### src/rtl/mlc_pkg.sv
package mlc_pkg;

   localparam int EV_W  = 4;
   localparam int ST_W  = 5;
   localparam int CMD_W = 13;

   typedef enum logic [ST_W-1:0] {
      ST_I        = 5'd0,
      ST_S_IN     = 5'd1,
      ST_S        = 5'd2,
      ST_E_IN     = 5'd3,
      ST_E        = 5'd4,
      ST_M_IN     = 5'd5,
      ST_M        = 5'd6,
      ST_WAIT_S   = 5'd7,
      ST_WAIT_X   = 5'd8,
      ST_WAIT_UP  = 5'd9,
      ST_WAIT_SK  = 5'd10,
      ST_EVICT    = 5'd11,
      ST_DRAIN    = 5'd12,
      ST_S_PURGE  = 5'd13,
      ST_E_PURGE  = 5'd14,
      ST_M_PURGE  = 5'd15,
      ST_MW_PURGE = 5'd16,
      ST_UP_PURGE = 5'd17
   } line_st_e;

   typedef enum logic [EV_W-1:0] {
      EV_LOAD      = 4'd0,
      EV_STORE     = 4'd1,
      EV_INNER_WB  = 4'd2,
      EV_INNER_ACK = 4'd3,
      EV_INV       = 4'd4,
      EV_FWD_X     = 4'd5,
      EV_FWD_S     = 4'd6,
      EV_DATA      = 4'd7,
      EV_DATA_X    = 4'd8,
      EV_ACK       = 4'd9,
      EV_WB_ACK    = 4'd10,
      EV_REPL      = 4'd11
   } ev_e;

   localparam int C_RD_SHR     = 0;
   localparam int C_RD_EXCL    = 1;
   localparam int C_UPGR       = 2;
   localparam int C_EVICT      = 3;
   localparam int C_DATA_REQ   = 4;
   localparam int C_DATA_HOME  = 5;
   localparam int C_INV_ACK    = 6;
   localparam int C_UNBLK      = 7;
   localparam int C_UNBLK_X    = 8;
   localparam int C_FILL       = 9;
   localparam int C_FILL_X     = 10;
   localparam int C_FILL_STALE = 11;
   localparam int C_PURGE      = 12;

   typedef struct packed {
      logic alloc;
      logic clear;
      logic wr_fill;
      logic wr_inner;
      logic ack_dec;
      logic need_add;
      logic settle;
   } rec_op_t;

   function automatic logic st_busy(input logic [ST_W-1:0] s);
      return s >= ST_WAIT_S;
   endfunction

endpackage

### src/rtl/mlc_record.sv
module mlc_record
   import mlc_pkg::*;
#(
   parameter int AW = 16,
   parameter int DW = 32,
   parameter int CW = 4
) (
   input  logic          clk,
   input  logic          rst_n,
   input  rec_op_t       op,
   input  logic [AW-1:0] ev_addr,
   input  logic [DW-1:0] ev_data,
   input  logic          ev_dirty,
   input  logic [CW-1:0] ev_acks,
   output logic [AW-1:0] rec_addr,
   output logic [DW-1:0] rec_data,
   output logic          rec_dirty,
   output logic          done_on_data,
   output logic          done_on_ack
);
   localparam int PW = CW + 1;

   logic signed [PW-1:0] bal_q;
   logic                 have_q;
   logic signed [PW-1:0] need_s;

   assign need_s       = $signed({1'b0, ev_acks});
   assign done_on_data = (bal_q + need_s) == '0;
   assign done_on_ack  = have_q && (bal_q == PW'(1));

   always_ff @(posedge clk or negedge rst_n) begin
      if (!rst_n) begin
         rec_addr  <= '0;
         rec_data  <= '0;
         rec_dirty <= 1'b0;
         bal_q     <= '0;
         have_q    <= 1'b0;
      end else if (op.clear) begin
         rec_data  <= '0;
         rec_dirty <= 1'b0;
         bal_q     <= '0;
         have_q    <= 1'b0;
      end else if (op.alloc) begin
         rec_addr  <= ev_addr;
         rec_data  <= '0;
         rec_dirty <= 1'b0;
         bal_q     <= '0;
         have_q    <= 1'b0;
      end else begin
         if (op.wr_fill) rec_data <= ev_data;
         if (op.wr_inner && ev_dirty) begin
            rec_data  <= ev_data;
            rec_dirty <= 1'b1;
         end
         if (op.settle) begin
            bal_q  <= '0;
            have_q <= 1'b0;
         end else if (op.ack_dec) begin
            bal_q <= bal_q - PW'(1);
         end else if (op.need_add) begin
            bal_q  <= bal_q + need_s;
            have_q <= 1'b1;
         end
      end
   end

endmodule

### src/rtl/mlc_xition.sv
module mlc_xition
   import mlc_pkg::*;
(
   input  line_st_e         state,
   input  logic             ev_valid,
   input  logic [EV_W-1:0]  ev_kind,
   input  logic             ev_peer,
   input  logic             done_on_data,
   input  logic             done_on_ack,
   output line_st_e         nxt,
   output logic [CMD_W-1:0] cmd,
   output logic             accept,
   output rec_op_t          op
);
   ev_e k;
   assign k = ev_e'(ev_kind);

   always_comb begin
      nxt    = state;
      cmd    = '0;
      accept = 1'b0;
      op     = '0;
      if (ev_valid) begin
         case (state)
            ST_I: begin
               case (k)
                  EV_LOAD:  begin nxt = ST_WAIT_S; cmd[C_RD_SHR]  = 1'b1; op.alloc = 1'b1; accept = 1'b1; end
                  EV_STORE: begin nxt = ST_WAIT_X; cmd[C_RD_EXCL] = 1'b1; op.alloc = 1'b1; accept = 1'b1; end
                  EV_INV:   begin cmd[C_INV_ACK] = 1'b1; accept = 1'b1; end
                  default: ;
               endcase
            end
            ST_S_IN, ST_S: begin
               case (k)
                  EV_LOAD:  begin nxt = ST_S_IN;    cmd[C_FILL] = 1'b1; accept = 1'b1; end
                  EV_STORE: begin nxt = ST_WAIT_UP; cmd[C_UPGR] = 1'b1; accept = 1'b1; end
                  EV_INV, EV_FWD_X, EV_FWD_S, EV_REPL: begin
                     if (state == ST_S_IN) begin
                        nxt = ST_S_PURGE; cmd[C_PURGE] = 1'b1;
                     end else if (k == EV_INV) begin
                        nxt = ST_I; cmd[C_INV_ACK] = 1'b1; op.clear = 1'b1; accept = 1'b1;
                     end else if (k == EV_REPL) begin
                        nxt = ST_I; op.clear = 1'b1; accept = 1'b1;
                     end
                  end
                  default: ;
               endcase
            end
            ST_E_IN, ST_M_IN: begin
               case (k)
                  EV_INNER_WB: begin nxt = ST_M; op.wr_inner = 1'b1; accept = 1'b1; end
                  EV_INV, EV_FWD_X, EV_FWD_S, EV_REPL: begin
                     nxt = (state == ST_E_IN) ? ST_E_PURGE : ST_M_PURGE;
                     cmd[C_PURGE] = 1'b1;
                  end
                  default: ;
               endcase
            end
            ST_E, ST_M: begin
               accept = 1'b1;
               case (k)
                  EV_LOAD:  begin nxt = (state == ST_E) ? ST_E_IN : ST_M_IN; cmd[C_FILL_X] = 1'b1; end
                  EV_STORE: begin nxt = ST_M_IN; cmd[C_FILL_X] = 1'b1; end
                  EV_REPL:  begin nxt = ST_EVICT; cmd[C_EVICT] = 1'b1; end
                  EV_INV: begin
                     nxt = ST_I; op.clear = 1'b1;
                     if (state == ST_E) cmd[C_INV_ACK] = 1'b1;
                     else               cmd[C_DATA_HOME] = 1'b1;
                  end
                  EV_FWD_X: begin nxt = ST_I; cmd[C_DATA_REQ] = 1'b1; op.clear = 1'b1; end
                  EV_FWD_S: begin nxt = ST_S; cmd[C_DATA_REQ] = 1'b1; cmd[C_DATA_HOME] = 1'b1; end
                  default:  accept = 1'b0;
               endcase
            end
            ST_EVICT, ST_DRAIN: begin
               accept = 1'b1;
               case (k)
                  EV_WB_ACK: begin nxt = ST_I; op.clear = 1'b1; end
                  EV_INV:    begin nxt = ST_DRAIN; cmd[C_DATA_HOME] = 1'b1; end
                  EV_FWD_X:  begin nxt = ST_DRAIN; cmd[C_DATA_REQ]  = 1'b1; end
                  EV_FWD_S:  begin nxt = ST_DRAIN; cmd[C_DATA_REQ]  = 1'b1; cmd[C_DATA_HOME] = 1'b1; end
                  default:   accept = 1'b0;
               endcase
               if (state == ST_DRAIN && k != EV_WB_ACK) begin
                  nxt = state; cmd = '0; accept = 1'b0;
               end
            end
            ST_WAIT_S, ST_WAIT_SK: begin
               accept = 1'b1;
               case (k)
                  EV_INV: begin nxt = ST_WAIT_SK; cmd[C_INV_ACK] = 1'b1; end
                  EV_DATA: begin
                     op.wr_fill = 1'b1;
                     cmd[C_UNBLK] = ev_peer;
                     if (state == ST_WAIT_S) begin
                        nxt = ST_S_IN; cmd[C_FILL] = 1'b1;
                     end else begin
                        nxt = ST_I; cmd[C_FILL_STALE] = 1'b1; op.clear = 1'b1;
                     end
                  end
                  EV_DATA_X: begin
                     nxt = ST_E_IN; op.wr_fill = 1'b1;
                     cmd[C_FILL_X] = 1'b1; cmd[C_UNBLK_X] = 1'b1;
                  end
                  default: accept = 1'b0;
               endcase
            end
            ST_WAIT_X, ST_WAIT_UP: begin
               accept = 1'b1;
               case (k)
                  EV_INV: begin
                     if (state == ST_WAIT_X) begin
                        cmd[C_INV_ACK] = 1'b1;
                     end else begin
                        nxt = ST_UP_PURGE; cmd[C_PURGE] = 1'b1; accept = 1'b0;
                     end
                  end
                  EV_FWD_X, EV_FWD_S: begin
                     accept = 1'b0;
                     if (state == ST_WAIT_UP) begin
                        nxt = ST_UP_PURGE; cmd[C_PURGE] = 1'b1;
                     end
                  end
                  EV_DATA, EV_DATA_X: begin
                     op.wr_fill = 1'b1;
                     if (done_on_data) begin
                        nxt = ST_M_IN; op.settle = 1'b1;
                        cmd[C_FILL_X] = 1'b1; cmd[C_UNBLK_X] = 1'b1;
                     end else begin
                        nxt = ST_WAIT_UP; op.need_add = 1'b1;
                     end
                  end
                  EV_ACK: begin
                     if (done_on_ack) begin
                        nxt = ST_M_IN; op.settle = 1'b1;
                        cmd[C_FILL_X] = 1'b1; cmd[C_UNBLK_X] = 1'b1;
                     end else begin
                        op.ack_dec = 1'b1;
                     end
                  end
                  default: accept = 1'b0;
               endcase
            end
            ST_S_PURGE, ST_E_PURGE, ST_M_PURGE, ST_MW_PURGE, ST_UP_PURGE: begin
               if (k == EV_INNER_ACK) begin
                  accept = 1'b1; op.wr_inner = 1'b1;
                  case (state)
                     ST_S_PURGE:  nxt = ST_S;
                     ST_E_PURGE:  nxt = ST_E;
                     ST_UP_PURGE: nxt = ST_WAIT_X;
                     default:     nxt = ST_M;
                  endcase
               end else if (k == EV_INNER_WB &&
                            (state == ST_E_PURGE || state == ST_M_PURGE)) begin
                  accept = 1'b1; op.wr_inner = 1'b1; nxt = ST_MW_PURGE;
               end
            end
            default: ;
         endcase
      end
   end

endmodule

### src/rtl/mlc_cmd_stage.sv
module mlc_cmd_stage
   import mlc_pkg::*;
#(
   parameter bit REG_CMD = 1'b1,
   parameter int AW      = 16,
   parameter int DW      = 32
) (
   input  logic             clk,
   input  logic             rst_n,
   input  logic [CMD_W-1:0] cmd_i,
   input  logic [AW-1:0]    addr_i,
   input  logic [DW-1:0]    data_i,
   input  logic             dirty_i,
   output logic [CMD_W-1:0] cmd_o,
   output logic [AW-1:0]    addr_o,
   output logic [DW-1:0]    data_o,
   output logic             dirty_o
);
   if (REG_CMD) begin : g_reg
      always_ff @(posedge clk or negedge rst_n) begin
         if (!rst_n) begin
            cmd_o   <= '0;
            addr_o  <= '0;
            data_o  <= '0;
            dirty_o <= 1'b0;
         end else begin
            cmd_o   <= cmd_i;
            addr_o  <= addr_i;
            data_o  <= data_i;
            dirty_o <= dirty_i;
         end
      end
   end else begin : g_comb
      assign cmd_o   = cmd_i;
      assign addr_o  = addr_i;
      assign data_o  = data_i;
      assign dirty_o = dirty_i;
   end

endmodule

### src/rtl/midcache_line_ctrl.sv
module midcache_line_ctrl
   import mlc_pkg::*;
#(
   parameter int AW      = 16,
   parameter int DW      = 32,
   parameter int CW      = 4,
   parameter bit REG_CMD = 1'b1
) (
   input  logic                 clk,
   input  logic                 rst_n,
   input  logic                 ev_valid,
   input  logic [EV_W-1:0]      ev_kind,
   input  logic [AW-1:0]        ev_addr,
   input  logic [DW-1:0]        ev_data,
   input  logic                 ev_dirty,
   input  logic                 ev_peer,
   input  logic [CW-1:0]        ev_acks,
   output logic                 ev_ready,
   output logic [CMD_W-1:0]     cmd_o,
   output logic [AW-1:0]        cmd_addr_o,
   output logic [DW-1:0]        cmd_data_o,
   output logic                 cmd_dirty_o,
   output logic [ST_W-1:0]      line_state_o,
   output logic                 line_dirty_o
);
   if (AW < 1) begin : g_bad_aw
      $error("midcache_line_ctrl: AW must be at least 1");
   end
   if (DW < 1) begin : g_bad_dw
      $error("midcache_line_ctrl: DW must be at least 1");
   end
   if (CW < 1 || CW > 16) begin : g_bad_cw
      $error("midcache_line_ctrl: CW must lie in 1..16");
   end

   line_st_e         state_q, state_d;
   logic [CMD_W-1:0] cmd_d;
   rec_op_t          op;
   logic [AW-1:0]    rec_addr;
   logic [DW-1:0]    rec_data;
   logic             rec_dirty;
   logic             done_on_data, done_on_ack;
   logic             data_ev;
   logic [AW-1:0]    pay_addr;
   logic [DW-1:0]    pay_data;

   mlc_xition u_xition (
      .state        (state_q),
      .ev_valid     (ev_valid),
      .ev_kind      (ev_kind),
      .ev_peer      (ev_peer),
      .done_on_data (done_on_data),
      .done_on_ack  (done_on_ack),
      .nxt          (state_d),
      .cmd          (cmd_d),
      .accept       (ev_ready),
      .op           (op)
   );

   mlc_record #(.AW(AW), .DW(DW), .CW(CW)) u_record (
      .clk          (clk),
      .rst_n        (rst_n),
      .op           (op),
      .ev_addr      (ev_addr),
      .ev_data      (ev_data),
      .ev_dirty     (ev_dirty),
      .ev_acks      (ev_acks),
      .rec_addr     (rec_addr),
      .rec_data     (rec_data),
      .rec_dirty    (rec_dirty),
      .done_on_data (done_on_data),
      .done_on_ack  (done_on_ack)
   );

   always_ff @(posedge clk or negedge rst_n) begin
      if (!rst_n) state_q <= ST_I;
      else        state_q <= state_d;
   end

   assign data_ev  = (ev_kind == EV_DATA) || (ev_kind == EV_DATA_X);
   assign pay_data = data_ev ? ev_data : rec_data;
   assign pay_addr = (state_q == ST_I) ? ev_addr : rec_addr;

   mlc_cmd_stage #(.REG_CMD(REG_CMD), .AW(AW), .DW(DW)) u_cmd (
      .clk     (clk),
      .rst_n   (rst_n),
      .cmd_i   (cmd_d),
      .addr_i  (pay_addr),
      .data_i  (pay_data),
      .dirty_i (rec_dirty),
      .cmd_o   (cmd_o),
      .addr_o  (cmd_addr_o),
      .data_o  (cmd_data_o),
      .dirty_o (cmd_dirty_o)
   );

   assign line_state_o = state_q;
   assign line_dirty_o = rec_dirty;

endmodule

### config.mk
export PLATFORM = sky130hd
export DESIGN_NAME = midcache_line_ctrl
export DESIGN_NICKNAME = d
export VERILOG_FILES = /design/src/rtl/mlc_pkg.sv /design/src/rtl/mlc_record.sv /design/src/rtl/mlc_xition.sv /design/src/rtl/mlc_cmd_stage.sv /design/src/rtl/midcache_line_ctrl.sv
export SDC_FILE = /design/constraint.sdc
export NUM_CORES = 1
export LEC_CHECK = 0
export BUFFER_PORTS_ARGS = -buffer_cell sky130_fd_sc_hd__buf_4
export CAP_MARGIN = 5
export CORE_UTILIZATION = 55
export DETAILED_ROUTE_END_ITERATION = 10
export PLACE_DENSITY = 0.8
export SETUP_SLACK_MARGIN = 0.3
export SLEW_MARGIN = 5
export SYNTH_ARGS = -nofsm -noshare
export SYNTH_HDL_FRONTEND = slang
export SYNTH_SLANG_ARGS = --single-unit
### constraint.sdc
create_clock -name clk -period 4.33 [get_ports clk]
set_input_delay 0.433 -clock clk [delete_from_list [all_inputs] [get_ports clk]]
set_output_delay 0.433 -clock clk [all_outputs]
set_load 0.005 [all_outputs]
* Word-level counts from Yosys, hierarchy flattened
Index checks and enable logic that the tools add are counted.
Storage, ports and cells: bits in registers 122, output and inout port bits 69, word-level logic and storage cells 207
Operators by class: add/sub/neg operators 3, equality and inequality tests 44, muxes and demuxes 111, bitwise logic cells 1, reductions and logical operators 38
Operator list (number):
- 2-to-1 mux 32 bit | 5
- 2-to-1 mux 5 bit | 14
- 2-to-1 mux 1 bit | 58
- == test 5 x 4 -> 1 bit (second input constant) | 8
- case mux 5 bit (8 select lines) | 1
- case mux 5 bit (2 select lines) | 3
- case mux 5 bit (3 select lines) | 2
- case mux 5 bit (5 select lines) | 1
- OR reduction 2 bit | 11
- == test 5 x 3 -> 1 bit (second input constant) | 4
- case mux 5 bit (4 select lines) | 1
- case mux 1 bit (2 select lines) | 9
- == test 4 x 3 -> 1 bit (second input constant) | 4
- == test 4 bit (second input constant) | 4
- 2-to-1 mux 16 bit | 1
- == test 5 x 2 -> 1 bit (second input constant) | 3
- AND reduction 15 bit | 1
- OR reduction 3 bit | 5
- 2-to-1 mux 13 bit | 1
- case mux 1 bit (4 select lines) | 3
- case mux 4 bit (3 select lines) | 1
- OR reduction 4 bit | 3
- == test 5 bit (second input constant) | 2
- logical NOT 5 bit | 2
- other kinds (36) | 50

* Longest topological paths before layout
depth in word-level cells 12, depth in mapped cells 9, mapped depth without buffers 8

* By module
A second synthesis with hierarchy kept.
Second synthesis, totals: cell total of the unflattened synthesis 633, area, all modules 6456.2 sq um
Modules (own cells, without submodules):
- mlc_record | instances 1, cells an instance 236, area an instance 2418.6 sq um, sequential area each 1376.3 sq um
- mlc_xition | instances 1, cells an instance 273, area an instance 1695.4 sq um, sequential area each 0.0 sq um
- mlc_cmd_stage | instances 1, cells an instance 62, area an instance 1551.5 sq um, sequential area each 1551.5 sq um
- midcache_line_ctrl | instances 1, cells an instance 62, area an instance 790.8 sq um, sequential area each 125.1 sq um

* Worst setup path after synthesis
OpenSTA, ideal clock, no wires.
path type input -> register, start in ev_acks[0], end reg u_record.bal_q[1], setup time 0.120 ns, arrival 2.153 ns, required time 4.210 ns, setup slack 2.057 ns, stages on the path 8, cell sequence ha_1 > fa_1 > nand3_1 > a21oi_1 > o221ai_1 > nand2_1 > a221o_1 > and3_1
Between the ends: cells in the longest elaborated chain, start to end 9
Ends and longest elaborated chain:
- start, declared | RTL line midcache_line_ctrl.sv:17 | input logic [CW-1:0] ev_acks,
- adder 5 x 4 -> 5 bit | RTL line mlc_record.sv:28 | assign done_on_data = (bal_q + need_s) == '0;
- logical NOT 5 bit | RTL line mlc_record.sv:28
- 2-to-1 mux 1 bit | RTL line mlc_xition.sv:126 | if (done_on_data) begin
- case mux 1 bit (2 select lines) | RTL line mlc_xition.sv:110 | case (k)
- 2-to-1 mux 3 bit | RTL line mlc_xition.sv:24 | case (state)
- 2-to-1 mux 7 bit | RTL line mlc_xition.sv:23 | if (ev_valid) begin
- 2-to-1 mux 5 bit | RTL line mlc_record.sv:55 | if (op.settle) begin
- 2-to-1 mux 5 bit | RTL line mlc_record.sv:43 | end else if (op.alloc) begin
- 2-to-1 mux 5 bit | RTL line mlc_record.sv:38 | end else if (op.clear) begin
- end signal, assigned | RTL line mlc_record.sv:59 | bal_q <= bal_q - PW'(1);
- end signal, assigned | RTL line mlc_record.sv:61 | bal_q <= bal_q + need_s;
- end, declared | RTL line mlc_record.sv:23 | logic signed [PW-1:0] bal_q;
Several ways; a longest one is shown, not always the timed one. The select of a mux whose other input is x is not followed. A chain may end at the register's enable or synchronous reset.

* Worst setup path in the final report
start reg state_q[1] (netlist: line_state_o[1]), end out ev_ready
Between the ends: cells in the longest elaborated chain, start to end 7
Ends and longest elaborated chain:
- start, declared | RTL line midcache_line_ctrl.sv:36 | line_st_e state_q, state_d;
- start signal, assigned | RTL line midcache_line_ctrl.sv:77 | else state_q <= state_d;
- == test 5 x 4 -> 1 bit | RTL line mlc_xition.sv:24, mlc_xition.sv:154
- logical OR 1 bit | RTL line mlc_xition.sv:154 | (state == ST_E_PURGE || state == ST_M_PURGE)) begin
- logical AND 1 bit | RTL line mlc_xition.sv:153 | end else if (k == EV_INNER_WB &&
- 2-to-1 mux 1 bit | RTL line mlc_xition.sv:153
- 2-to-1 mux 1 bit | RTL line mlc_xition.sv:145 | if (k == EV_INNER_ACK) begin
- case mux 1 bit (8 select lines) * | RTL line mlc_xition.sv:24
- 2-to-1 mux 1 bit * | RTL line mlc_xition.sv:23
- end, declared | RTL line midcache_line_ctrl.sv:18 | output logic ev_ready,
Every way passes the cells marked *; elsewhere a longest branch is shown, timed or not.

==> qor.json <==
{
  "status": {
    "outcome": "finished, final reports clean"
  },
  "placed_design": {
    "pre_cts_ws_ns": 1.30,
    "dpl-instance-area_um2": 7170,
    "port-buffer-count": 129,
    "placed_cells": 847,
    "gp_congestion": 0.948,
    "dp.final_hpwl_um": 12400
  },
  "setup_path": {
    "path_delay_family": "simple AND/OR/NAND/NOR gates",
    "setup.worst_path.start_class": "flip-flop",
    "worst_r2r_startpoint": "line_state_o[1]",
    "timing.critical_path.cells": "nor2_1 > nand2_1 > nor2_1 > o2111ai_1 > o211ai_1 > o311a_1 > buf_4",
    "critical_path.startpoint": "line_state_o[1]",
    "master_of_the_slowest_instance_on_the_critical_path": "dfrtp_1",
    "cp-end-kind": "primary output",
    "critical_path.max_fanout": 22,
    "crit_top_cell": "nor2_1",
    "critical_path_arrival_ns": 3.19,
    "cpPeakStageDelay_ns": 0.82,
    "setup.worst_path.class": "flip-flop to primary output",
    "cp.required_ns": 3.90,
    "crit_buf_inv": 1
  },
  "yosys": {
    "postSynthRegisterBits": 122,
    "syn_nets": 680,
    "edff_count_synth": 0,
    "sequential_fraction_of_the_synthesis_area_pct": 49.3,
    "yosys_warns": 0,
    "post_synth_design_cell_area_um2": 6190,
    "post_synth_num_cell_types": 77,
    "postSynth.asyncResetShare_pct": 100,
    "synth_flop_cell": "dfrtp_1",
    "synth_area_per_cell_um2": 10.1,
    "synthesis.instances": 612
  },
  "route": {
    "firstDrtPassIters": 6,
    "route.detailed.drc": 0,
    "detail_route.vias_per_cell": 6.41,
    "final_antenna_net_count": 0,
    "drt_iter0_drc": 641,
    "routed-via-count": 5630,
    "finalWirelength_um": 18500,
    "routed_wire_per_std_cell_um": 21.1
  },
  "layout": {
    "instances_no_fill": 879,
    "post-route-cell-area_um2": 7740,
    "mostFrequentLayoutCells": "buf_4 (139), dfrtp_1 (122), nand2_1 (118)",
    "finalNetCount": 794,
    "multi_input_comb_area_um2": 2860,
    "sequential_cell_area_um2": 3050,
    "post-route-util_pct": 71.1,
    "most_common_cell_after_layout_fill_and_taps_aside": "buf_4",
    "final_layout_size_suffix_gt1_share_pct": 29.5,
    "layout.filler_cells": 759,
    "areaGrowthSynthToFinish_pct": 25.0,
    "insertedDiodeCount": 0
  },
  "cts": {
    "htree_levels": 4,
    "cts.clk_slew.worst_paths_ns": 0.06,
    "max-clock-path-buffers": 2,
    "postCtsHoldBufs": 0,
    "clockRootBuffer": "clkbuf_8",
    "cts_tree": "yes",
    "cts_repair_resize_count": 0,
    "numClockSinks": 122,
    "tritoncts.num_buffers": 17,
    "worst_skew_pair.late_latency_ns": 0.52,
    "post-cts-setup-buffer-count": 0
  },
  "sta": {
    "number_of_slew_limit_violations_in_the_final_report": 0,
    "finalHoldViolations": 0,
    "grt_setup_unrepaired": "no",
    "period_minus_slack_ns": 3.62,
    "timing.clock.skew_ns": 0.0124,
    "final_min_period_over_clock_period_pct": 83.6,
    "fin_worst_hold_slack_ns": 0.0405,
    "maxSlewHeadroom_pct": 36.5,
    "worst_slack_ns": 0.709,
    "fmax_mhz": 276,
    "final-setup-viol-count": 0,
    "worst_pin_slew_ns": 0.952,
    "fin_tns_setup_ns": 0
  },
  "die": {
    "core_area_um2": 10900,
    "die-area_um2": 11700,
    "placementRows": 38,
    "io-pin-count": 130,
    "die_height_um": 108,
    "die_width_um": 108,
    "initial_cell_density_of_the_core_pct": 56.9
  },
  "grt": {
    "first_global_vias": 5443,
    "global_route_wire_length_before_repair_um": 28700,
    "global_route.overflow_total": 0,
    "grt_antenna_before_repair": 0,
    "track_usage_pct": 32.5,
    "grt_max_degree": 76
  },
  "min_path": {
    "hold_path.class": "primary input to asynchronous set/reset pin"
  },
  "pwr": {
    "combPwrFrac_pct": 35.3,
    "seq_power_share_pct": 37.4,
    "vdd_ir_drop_max_v": 0.000388,
    "total_power_mw": 5.07,
    "power.switching_fraction_pct": 36.0,
    "power_density_nw_per_um2": 654,
    "p_sw_mw": 1.82,
    "internal-power_mw": 3.24,
    "leakage_dissipation_nw": 3.77,
    "proportion_of_power_drawn_by_the_clock_network_pct": 27.3
  },
  "flow_run": {
    "max-cap-violations": 0
  }
}
## registers in the layout, summed over array words and instances, names as in the netlist
name / cells
u_cmd.addr_o: 16
u_record.rec_addr: 16
u_cmd.data_o: 32
u_record.rec_dirty: 1
u_record.bal_q: 5
u_record.rec_data: 32
line_state_o: 5
u_cmd.cmd_o: 13
u_cmd.dirty_o: 1
u_record.have_q: 1
## metal layers
metal	vias to the layer above	wire length, um	global-route usage [%]
met5	-	0	0
met4	0	479	12.2
met3	46	1580	7.90
met2	370	8700	49.7
met1	2771	7760	44.8
li1	2443	-	-
## cell families after synthesis
| kind of cell | count (synthesis) | share of synthesized area, % |
|---|---|---|
| AO/OA/AOI/OAI | 140 | 16.6 |
| XOR/XNOR | 4 | 0.566 |
| adder cells (fa/ha/maj) | 7 | 1.54 |
| buffers and inverters | 55 | 4.79 |
| flip-flops | 122 | 49.3 |
| multiplexers | 38 | 6.87 |
| AND/OR/NAND/NOR | 246 | 20.4 |
## cell usage after synthesis (5+ instances only)
cell type  instances  area share, %
o2111ai_1          5           0.71
nand3_1           16            1.3
buf_6              5           0.91
a22oi_1            6           0.73
nor3_1             9           0.73
a22o_1            32            4.5
a211oi_1           5           0.61
nand2_1          118            7.1
nor4_1             5           0.50
buf_4              7           0.85
mux2_2            33            6.0
nor2b_1            9           0.91
ha_1               6            1.2
o21ai_1            5           0.40
dfrtp_1          122             49
o22ai_1            7           0.71
o21ai_0           16            1.3
nand2b_1           6           0.61
inv_1             10           0.61
clkbuf_1          10           0.61
a21oi_1           25            2.0
nand4_1            9           0.91
a31oi_1            5           0.50
nor2_1            29            1.8
buf_2             21            1.7
and3_1             5           0.50
## power groups by stage
stage	Sequential, mW	Combinational, mW	Clock, mW
after floorplan	1.73	1.23	0
after global placement	1.86	1.71	0
after detailed placement	1.88	1.74	0
after CTS	1.88	1.76	1.39
after global routing	1.94	1.96	1.45
final	1.89	1.79	1.38
## final timing paths
check,endpoint,depth (start not counted),slack [ns]
worst max-delay path,ev_ready,7,0.71
worst min-delay path,u_record.rec_addr[8],1,0.04
worst max register to register,u_record.rec_data[30],6,1.27
worst min register to register,u_cmd.addr_o[15],2,0.47
max in group asynchronous,u_cmd.data_o[20],2,3.32
min in group clk,u_record.rec_addr[14],3,0.11
## layout make-up
type / instances / area share [%]
Sequential cell: 122 / 39.4
Multi-Input combinational cell: 435 / 36.9
Inverter: 11 / 0.533
Clock buffer: 23 / 5.90
Timing Repair Buffer: 139 / 13.5
Clock inverter: 9 / 1.49
Tap cell: 140 / 2.26
Power figures use the tool's default switching activity.
